$ cat config.mk
export PLATFORM = sky130hd
export DESIGN_NAME = fracbaud_tick
export DESIGN_NICKNAME = d
export VERILOG_FILES = /design/src/rtl/fracbaud_pkg.sv /design/src/rtl/fracbaud_data.sv /design/src/rtl/fracbaud_ctrl.sv /design/src/rtl/fracbaud_tick.sv
export SDC_FILE = /design/constraint.sdc
export NUM_CORES = 1
export LEC_CHECK = 0
export ABC_AREA = 1
export CAP_MARGIN = 20
export CORE_ASPECT_RATIO = 1.2
export CORE_UTILIZATION = 57
export CTS_CLUSTER_SIZE = 10
export DETAILED_ROUTE_END_ITERATION = 10
export DONT_BUFFER_PORTS = 1
export GPL_ROUTABILITY_DRIVEN = 0
export PLACE_DENSITY_LB_ADDON = 0.12
export SLEW_MARGIN = 40
export SYNTH_ARGS = -nofsm -noshare
export SYNTH_HDL_FRONTEND = slang
export SYNTH_SLANG_ARGS = --single-unit
$ cat constraint.sdc
create_clock -name clk -period 5.3 [get_ports clk]
set_clock_uncertainty 0.05 [all_clocks]
set_input_delay 0 -clock clk [delete_from_list [all_inputs] [get_ports clk]]
set_output_delay 0 -clock clk [all_outputs]
set_load 0.03 [all_outputs]
$ cat src/rtl/fracbaud_pkg.sv
package fracbaud_pkg;
  localparam int ADR_DIV_LO = 0;
  localparam int ADR_DIV_HI = 1;
  localparam int ADR_FRAC   = 2;
  localparam int ADR_OVS    = 3;
  localparam int NUM_REGS   = 4;

  typedef struct packed {
    logic reload;
    logic step;
  } strobes_t;

  typedef struct packed {
    logic divTerm;
    logic accOver;
    logic ovsTerm;
  } flags_t;
endpackage

$ cat src/rtl/fracbaud_data.sv
module fracbaud_data
  import fracbaud_pkg::*;
#(
  parameter int REG_W  = 8,
  parameter int ADDR_W = 2
) (
  input  logic              clk,
  input  logic              rst,
  input  logic              wrEn,
  input  logic [ADDR_W-1:0] wrAddr,
  input  logic [REG_W-1:0]  wrData,
  input  logic [ADDR_W-1:0] rdAddr,
  output logic [REG_W-1:0]  rdData,
  input  strobes_t          strb,
  output flags_t            flg
);
  localparam int DIV_W = 2 * REG_W;
  localparam int NIB_W = REG_W / 2;
  localparam int ACC_W = NIB_W + 1;

  function automatic logic [REG_W-1:0] rstVal(input int idx);
    case (idx)
      ADR_DIV_LO: rstVal = REG_W'(1);
      ADR_FRAC:   rstVal = REG_W'(1) << NIB_W;
      ADR_OVS:    rstVal = REG_W'(15);
      default:    rstVal = '0;
    endcase
  endfunction

  logic [REG_W-1:0] regFile [NUM_REGS];

  for (genvar i = 0; i < NUM_REGS; i++) begin : g_reg
    always_ff @(posedge clk) begin
      if (rst)
        regFile[i] <= rstVal(i);
      else if (wrEn && (wrAddr == ADDR_W'(i)))
        regFile[i] <= wrData;
    end
  end

  always_comb begin
    rdData = '0;
    for (int i = 0; i < NUM_REGS; i++)
      if (rdAddr == ADDR_W'(i)) rdData = regFile[i];
  end

  // integer divisor
  logic [DIV_W-1:0] divisor, divEff, divCnt;
  assign divisor = {regFile[ADR_DIV_HI], regFile[ADR_DIV_LO]};
  assign divEff  = (divisor == '0) ? DIV_W'(1) : divisor;
  assign flg.divTerm = (divCnt == divEff - DIV_W'(1));

  always_ff @(posedge clk) begin
    if (rst || strb.reload || flg.divTerm) divCnt <= '0;
    else                                  divCnt <= divCnt + DIV_W'(1);
  end

  // fractional phase accumulator
  logic [NIB_W-1:0] addVal, mulVal, addEff, acc;
  logic [ACC_W-1:0] accSum;
  logic             fracOn;
  assign addVal = regFile[ADR_FRAC][NIB_W-1:0];
  assign mulVal = regFile[ADR_FRAC][REG_W-1:NIB_W];
  assign fracOn = (mulVal != '0) && (addVal < mulVal);
  assign addEff = fracOn ? addVal : '0;
  assign accSum = ACC_W'(acc) + ACC_W'(addEff);
  assign flg.accOver = (addEff != '0) && (accSum >= ACC_W'(mulVal));

  always_ff @(posedge clk) begin
    if (rst || strb.reload)
      acc <= '0;
    else if (strb.step)
      acc <= flg.accOver ? NIB_W'(accSum - ACC_W'(mulVal)) : NIB_W'(accSum);
  end

  // oversampling group counter
  logic [REG_W-1:0] ovsCnt;
  assign flg.ovsTerm = (ovsCnt == regFile[ADR_OVS]);

  always_ff @(posedge clk) begin
    if (rst || strb.reload)
      ovsCnt <= '0;
    else if (strb.step)
      ovsCnt <= flg.ovsTerm ? '0 : ovsCnt + REG_W'(1);
  end
endmodule

$ cat src/rtl/fracbaud_ctrl.sv
module fracbaud_ctrl
  import fracbaud_pkg::*;
(
  input  logic     clk,
  input  logic     rst,
  input  logic     wrEn,
  input  flags_t   flg,
  output strobes_t strb,
  output logic     sampleTick,
  output logic     bitTick
);
  logic stretch;

  assign strb.reload = wrEn;
  assign strb.step   = flg.divTerm && !stretch && !wrEn;

  always_ff @(posedge clk) begin
    if (rst || wrEn)
      stretch <= 1'b0;
    else if (flg.divTerm)
      stretch <= stretch ? 1'b0 : flg.accOver;
  end

  always_ff @(posedge clk) begin
    if (rst) begin
      sampleTick <= 1'b0;
      bitTick    <= 1'b0;
    end else begin
      sampleTick <= strb.step;
      bitTick    <= strb.step && flg.ovsTerm;
    end
  end
endmodule

$ cat src/rtl/fracbaud_tick.sv
module fracbaud_tick
  import fracbaud_pkg::*;
#(
  parameter int REG_W  = 8,
  parameter int ADDR_W = 2
) (
  input  logic              clk,
  input  logic              rst,
  input  logic              wrEn,
  input  logic [ADDR_W-1:0] wrAddr,
  input  logic [REG_W-1:0]  wrData,
  input  logic [ADDR_W-1:0] rdAddr,
  output logic [REG_W-1:0]  rdData,
  output logic              sampleTick,
  output logic              bitTick
);
  strobes_t strb;
  flags_t   flg;

  fracbaud_data #(.REG_W(REG_W), .ADDR_W(ADDR_W)) u_data (
    .clk(clk), .rst(rst), .wrEn(wrEn), .wrAddr(wrAddr), .wrData(wrData),
    .rdAddr(rdAddr), .rdData(rdData), .strb(strb), .flg(flg)
  );

  fracbaud_ctrl u_ctrl (
    .clk(clk), .rst(rst), .wrEn(wrEn), .flg(flg), .strb(strb),
    .sampleTick(sampleTick), .bitTick(bitTick)
  );
endmodule

==> run metrics, run 1 <==
Iter 0 DRT Violations 224; M3 GR Usage 6.16%; max-cap check violation count 0; Routed WL between 10000 and 15000 um; vias per cell 5.41; Die Ht 96.2 um; setup_tns 0 ps; Routed WL per cell 14.9 um; Critical Path AT 4100 ps; die area 0.00774 mm^2; post-cts sizing count 0; number of routed nets with antenna violations 0; post-layout min period 3910 ps; Worst-Margin Slew between 800 and 900 ps; HPWL Detailed 7730 um; largest net degree at the start of global routing 17; top post-synthesis cells by area edfxtp_1 23%, dfxtp_1 15%, nand2_1 11%; outcome finished clean; H-tree depth 3; RSZ-0062 raised after global routing false; iteration count of the initial detailed-routing pass 5; share of cells above drive strength 1 around a tenth; leak pwr 1.99 nW; Distinct cells, synth 39; CTS tree built; Synth Register Bits 63; die width 80.5 um; Crit. End Element flip-flop; Initial Util between 60% and 70%; root buf cell clkbuf_8; Yosys top cell by area edfxtp_1; Overflow after GRT 0; DR vias approximately 3700; Final Cycle Share between 70 and 80%; Seq/Total Area, Yosys 37.6%; Slew Limit Fails 0; net count after synthesis 593; Layout area overhead 11.0%; met2 Track Usage GR 52.5%; row cnt 33; PD cells 255 mW/mm^2; first-pass GRT wire length 16800 um; CP Launch Type flip-flop; peak supply drop 0.251 mV; Max Clk Rate 256 MHz; crit-path max FO 7; DRC Markers 0; final hold vios 0; sequential power share 46.5%; gr usage total 29.4%; nets@finish 617; cells after synthesis 562; relative slew slack 44.2%; clock slew at reported path FFs 90 ps; vias in the first global route 3569; initial antenna violation count 0; Required @ worst endpoint around 5500 ps; clock tree buffer depth 2; P_sw 0.375 mW; Clock power frac roughly 37%; Mapped Avg Cell Area 7.49 um^2; P_int 0.818 mW; Cell Area, Synth ~0.0042 mm^2; Switching Share 31.4%; clk sinks 63; Setup CP Type reg2reg; worst min-delay path class in2reg; Core ar. about 0.007 mm^2; number of synthesized flops with an enable pin 32; Final WS setup 1390 ps; GR peak layer met2; Skew-Pair Late Insertion Delay 360 ps; most frequent cells after synthesis 129 x nand2_1, 86 x inv_1, 81 x nor2_1, 32 x edfxtp_1, 31 x dfxtp_1; # setup viols final 0; Port Buffers 0; I/O Pins 25; ys async rst share 0%; pre-CTS WS 1420 ps; Comb power frac around 17%; Main synth FF type edfxtp_1; CTS Buf Count 9; top-count cell post-synth nand2_1; M1 GR Usage 33.6%; number of inserted diodes 0; Synth top area share 22.8%; number of synthesis warnings 0
## repair_timing
item                                    in CTS  in global routing
hold buffers                                15                  0
endpoints found under the hold margin       64                  0
setup buffers                                0                  0
endpoints found under the setup margin       0                  0
## sequential cells by signal, indices dropped and copies added (netlist names)
signal / cells
u_ctrl.sampleTick: 1
u_data.divCnt: 16
u_data.acc: 4
u_ctrl.bitTick: 1
u_ctrl.stretch: 1
u_data.regFile: 32
u_data.ovsCnt: 8
## kinds of logic (layout without fill, tap and decap cells)
group | after synthesis | count (layout) | share of synthesized area [%]
XOR/XNOR | 38 | 38 | 8.41
adder cells (fa/ha/maj) | 16 | 16 | 5.11
flip-flops | 63 | 63 | 37.6
AND/OR/NAND/NOR | 313 | 313 | 34.6
AO/OA/AOI/OAI | 44 | 44 | 6.30
buffers and inverters | 88 | 117 | 8.02
## worst max-delay path: stages, from the launching register on
cell and delay (ps):
edfxtp_1 380, inv_1 150, ha_1 250, o21ai_0 80
nand2_1 70, nand3_1 60, nand3_1 150, nor2_1 130
ha_1 180, inv_1 60, fa_1 380, or2_2 320
nand2_1 80, inv_1 40, ha_1 310, nand2_1 80
o21ai_0 260, nand2_1 90, nand2_1 120, nand2_1 150
o21ai_0 200, nand3_1 100, nand2_1 90, nor2_1 40
## stage by stage
| step | util (%) | std cells | power [mW] | instance area [um^2] | hold WS [ps] |
|---|---|---|---|---|---|
| finish | 67.0 | 678 | 1.19 | 4670 | 28.6 |
| detailed placement | 61.9 | 647 | 0.750 | 4320 | 25.7 |
| CTS | 67.0 | 678 | 1.20 | 4670 | 11.5 |
| global route | 67.0 | 678 | 1.25 | 4670 | 42.9 |
| global placement | 61.7 | 647 | 0.744 | 4310 | 24.7 |
| floorplan | - | 562 | 0.706 | 4210 | 22.0 |
## layout by cell type, fill, tap and decap left out, drive strengths merged
cell           n
o21ai         13
o31ai          2
nor3b          3
or2            5
a31oi          1
dfxtp         31
a41oi          1
o2111ai        3
nand4         20
clkinvlp       3
nand3b         3
nor4           4
nor2         101
ha            14
dlygate4sd3   15
nor3           8
inv           89
clkbuf         9
xnor3          1
edfxtp        32
xnor2         15
a21oi         21
xor2          22
o22ai          2
nand2        136
nand3         33
bufinv         1
fa             2
a21o           1
## power by group through the flow
stage	Sequential (mW)	Combinational, mW	Clock [mW]
final	0.555	0.197	0.442
after global routing	0.557	0.223	0.467
after CTS	0.554	0.196	0.448
after detailed placement	0.566	0.185	0
after global placement	0.565	0.179	0
after floorplan	0.556	0.149	0
## layer usage
metal,routed length [um],up-vias
met2,5070,98
met1,4210,1689
met3,520,23
met4,285,0
li1,-,1859
met5,0,-
## path summary, 6_finish.rpt
check	from	end	slack [ps]	cells after the start
worst max register to register	u_data.regFile[2][5]	u_data.acc[3]	1390	23
worst min-delay path	wrAddr[0]	u_data.regFile[0][7]	30	3
worst min register to register	u_data.ovsCnt[7]	u_data.ovsCnt[7]	460	2
worst max-delay path	u_data.regFile[2][5]	u_data.acc[3]	1390	23
## cell type report
cell class	instances	area, um^2
Clock buffer	9	124
Clock inverter	7	78.8
Fill cell	599	2300
Inverter	86	323
Multi-Input combinational cell	411	2310
Sequential cell	63	1580
Tap cell	87	109
Timing Repair Buffer	15	150
Power figures use the tool's default switching activity.
==> run 2: changes to the inputs <==
--- a/config.mk
+++ b/config.mk
@@ -5,7 +5,7 @@
 export SDC_FILE = /design/constraint.sdc
 export NUM_CORES = 1
 export LEC_CHECK = 0
-export ABC_AREA = 1
+export ABC_AREA = 0
 export CAP_MARGIN = 20
 export CORE_ASPECT_RATIO = 1.2
 export CORE_UTILIZATION = 57
==> constraint.sdc (replaced) <==
create_clock -name clk -period 3.9 [get_ports clk]
set_clock_uncertainty 0.05 [all_clocks]
set_input_delay 0 -clock clk [delete_from_list [all_inputs] [get_ports clk]]
set_output_delay 0 -clock clk [all_outputs]
set_load 0.03 [all_outputs]
==> run 2 against run 1 <==
  * Non-clock buffer count up 33
  * Worst setup slack got worse by 1400 ps
  * Hold slack got worse by 12 ps
  * Register-to-register slack worse by 1400 ps
  * Clock power grew 54%
  * Synthesized cell count shrank 31%
  * Area after synthesis is 7.3% lower
  * Clock-buffer cell count is the same
  * First-iteration DRC count is 6.7% lower
  * Core utilization rose by 5.4 points
  * Die area is 7.1% lower
  * Critical path type unchanged
  * Largest power group unchanged
==> run metrics, run 2 <==
most frequent cells in the layout 43 x nor2_1, 32 x edfxtp_1, 31 x buf_4, 31 x dfxtp_1; Worst-Margin Slew around 670 ps; Required @ worst endpoint 4140 ps; Total Power 1.76 mW; Slew Limit Fails 0; Mapped Avg Cell Area 10.1 um^2; CTS Buf Count 9; leak pwr 1.71 nW; Worst path slowest cell fa_2; Synth top area share 24.6%; max-cap check violation count 0; Initial Util roughly 60%; area of the multi-input gates between 0.002 and 0.0025 mm^2; Top Family by Delay on Critical Path adder cells; Synth Register Bits 63; Core ar. 0.00653 mm^2; clk sinks 63; final hold vios 0; top post-synthesis cells by area edfxtp_1 25%, dfxtp_1 16%, xnor2_1 7.2%; most frequent cells after synthesis 43 x nor2_1, 32 x and2_1, 32 x edfxtp_1, 32 x xnor2_1, 31 x dfxtp_1; # setup viols final 0; Post-Route M1 WL around 3800 um; number of synthesized flops with an enable pin 32; CP bufs+invs 5; Die Ht 92.7 um; I/O Pins 25; die area between 0.007 and 0.008 mm^2; Layout Cells excl Fill 524; Setup CP Type reg2reg; largest register by flop count u_data.regFile; Seq/Total Area, Yosys 40.5%; Max Clk Rate 257 MHz; sequential cell area 0.00158 mm^2; relative slew slack between 50% and 60%; max FFs per register 32; outcome finished clean; Worst path max stage delay 530 ps; largest family of logic cells by synthesized area simple AND/OR/NAND/NOR gates; largest net degree at the start of global routing 16; vias in the first global route 3165; post-layout min period a little under 4000 ps; Final Cycle Share about 100%; post-synthesis mux area share 6.47%; root buf cell clkbuf_8; DR vias 3119; pre-CTS WS -46.4 ps; most common cell after layout, fill and taps aside nor2_1; Crit. End Element flip-flop; PD cells 374 mW/mm^2; RSZ-0062 raised after global routing true; compound-gate portion of the synthesized area 8.39%; Port Buffers 0; nets@finish 465; Adder-Cell Fraction of Synth Area 5.51%; Layout area overhead 20.9%; row cnt 32; Skew-Pair Late Insertion Delay 350 ps; Iter 0 DRT Violations 209; Fill cells roughly 450; ys async rst share 0%; H-tree depth 3; peak supply drop roughly 0.26 mV; Routed WL between 9000 and 10000 um; placed insts ~500; crit-path cells inv_1, ha_1, a21o_1, a21o_1, a211oi_2, buf_4, and2_4, ha_4, inv_2, fa_2, inv_2, ha_4, a21o_1, a21o_1, a21oi_2, nor3b_4, buf_12, mux2i_2, mux2_4, nor2_2; Overflow after GRT 0; Yosys top cell by area edfxtp_1; HPWL Detailed 6950 um; Cell Area, Synth 0.00390 mm^2; die width 77.6 um; number of routed nets with antenna violations 0; fin util 72.4%; number of inserted diodes 0; gr usage total 29.1%; initial antenna violation count 0; net count after synthesis 416; share of cells above drive strength 1 20.5%; clock tree buffer depth 2; simple-gate share of the synthesized area roughly a quarter; CP Launch Type flip-flop; number of synthesis warnings 0; DRC Markers 0; critical path's most frequent cell a21o_1; vias per cell roughly 6.0; Routed WL per cell 18.6 um; Main synth FF type edfxtp_1; Final WS setup 15.0 ps; met3 WL 652 um; cells after synthesis 385; Critical Path AT 4120 ps; wire length on met2 around 4900 um; worst min-delay path class in2reg; top-count cell post-synth nor2_1; biggest regs u_data.regFile x32, u_data.divCnt x16, u_data.ovsCnt x8; Distinct cells, synth 60; Synth Area in XOR/XNOR 11.0%; CTS tree built; clock slew at reported path FFs 70 ps; crit-path max FO 5; first-pass GRT wire length 15500 um; highest routed layer met4; iteration count of the initial detailed-routing pass 4
-- run 2: final timing paths --
path	cells after the start	to	from	slack (ps)
worst min-delay path	1	u_data.regFile[1][2]	wrAddr[0]	20
worst max-delay path	20	u_data.acc[1]	u_data.regFile[2][5]	10
worst max register to register	20	u_data.acc[1]	u_data.regFile[2][5]	10
worst min register to register	1	u_ctrl.stretch	u_ctrl.stretch	440
-- run 2: cells by family after synthesis --
kind of cell    count (synthesis)
flops                          63
simple gates                  171
compound gates                 42
fa+ha+maj                      16
mux                            15
buf+inv                        29
xor+xnor                       49
-- run 2: layer usage --
layer | vias to the layer above | GRT usage [%]
li1 | 1487 | -
met1 | 1492 | 32.5
met2 | 110 | 48.5
met3 | 30 | 8.67
met4 | 0 | 17.6
met5 | - | 0
-- run 2: timing repair --
action / 4_1_cts / 5_1_grt
endpoints found under the hold margin: 79 / 0
setup buffers: 5 / 2
endpoints found under the setup margin: 2 / 27
pin swaps: 4 / 14
gates resized for setup: 5 / 15
hold buffers: 16 / 0
-- run 2: area by class of cell --
type	instances	share of cell area, %
Sequential cell	63	33.5
Clock inverter	7	2.36
Timing Repair Buffer	48	8.74
Tap cell	85	2.25
Clock buffer	9	2.62
Inverter	19	1.51
Multi-Input combinational cell	293	49.0
-- run 2: power breakdown --
| part | leakage [nW] | internal [mW] | switching [mW] |
|---|---|---|---|
| Combinational | 1.03 | 0.159 | 0.177 |
| Sequential | 0.565 | 0.723 | 0.0237 |
| Clock | 0.117 | 0.420 | 0.261 |
-- run 2: metrics by stage --
step                      area (um^2)  hold WS (ps)  setup TNS (ps)
final                            4720          16.8               0
after global placement           4170          50.2               0
after floorplan                  3910           128               0
after global routing             4720          22.0            -158
after detailed placement         4170          47.3           -56.2
after CTS                        4630          3.43               0
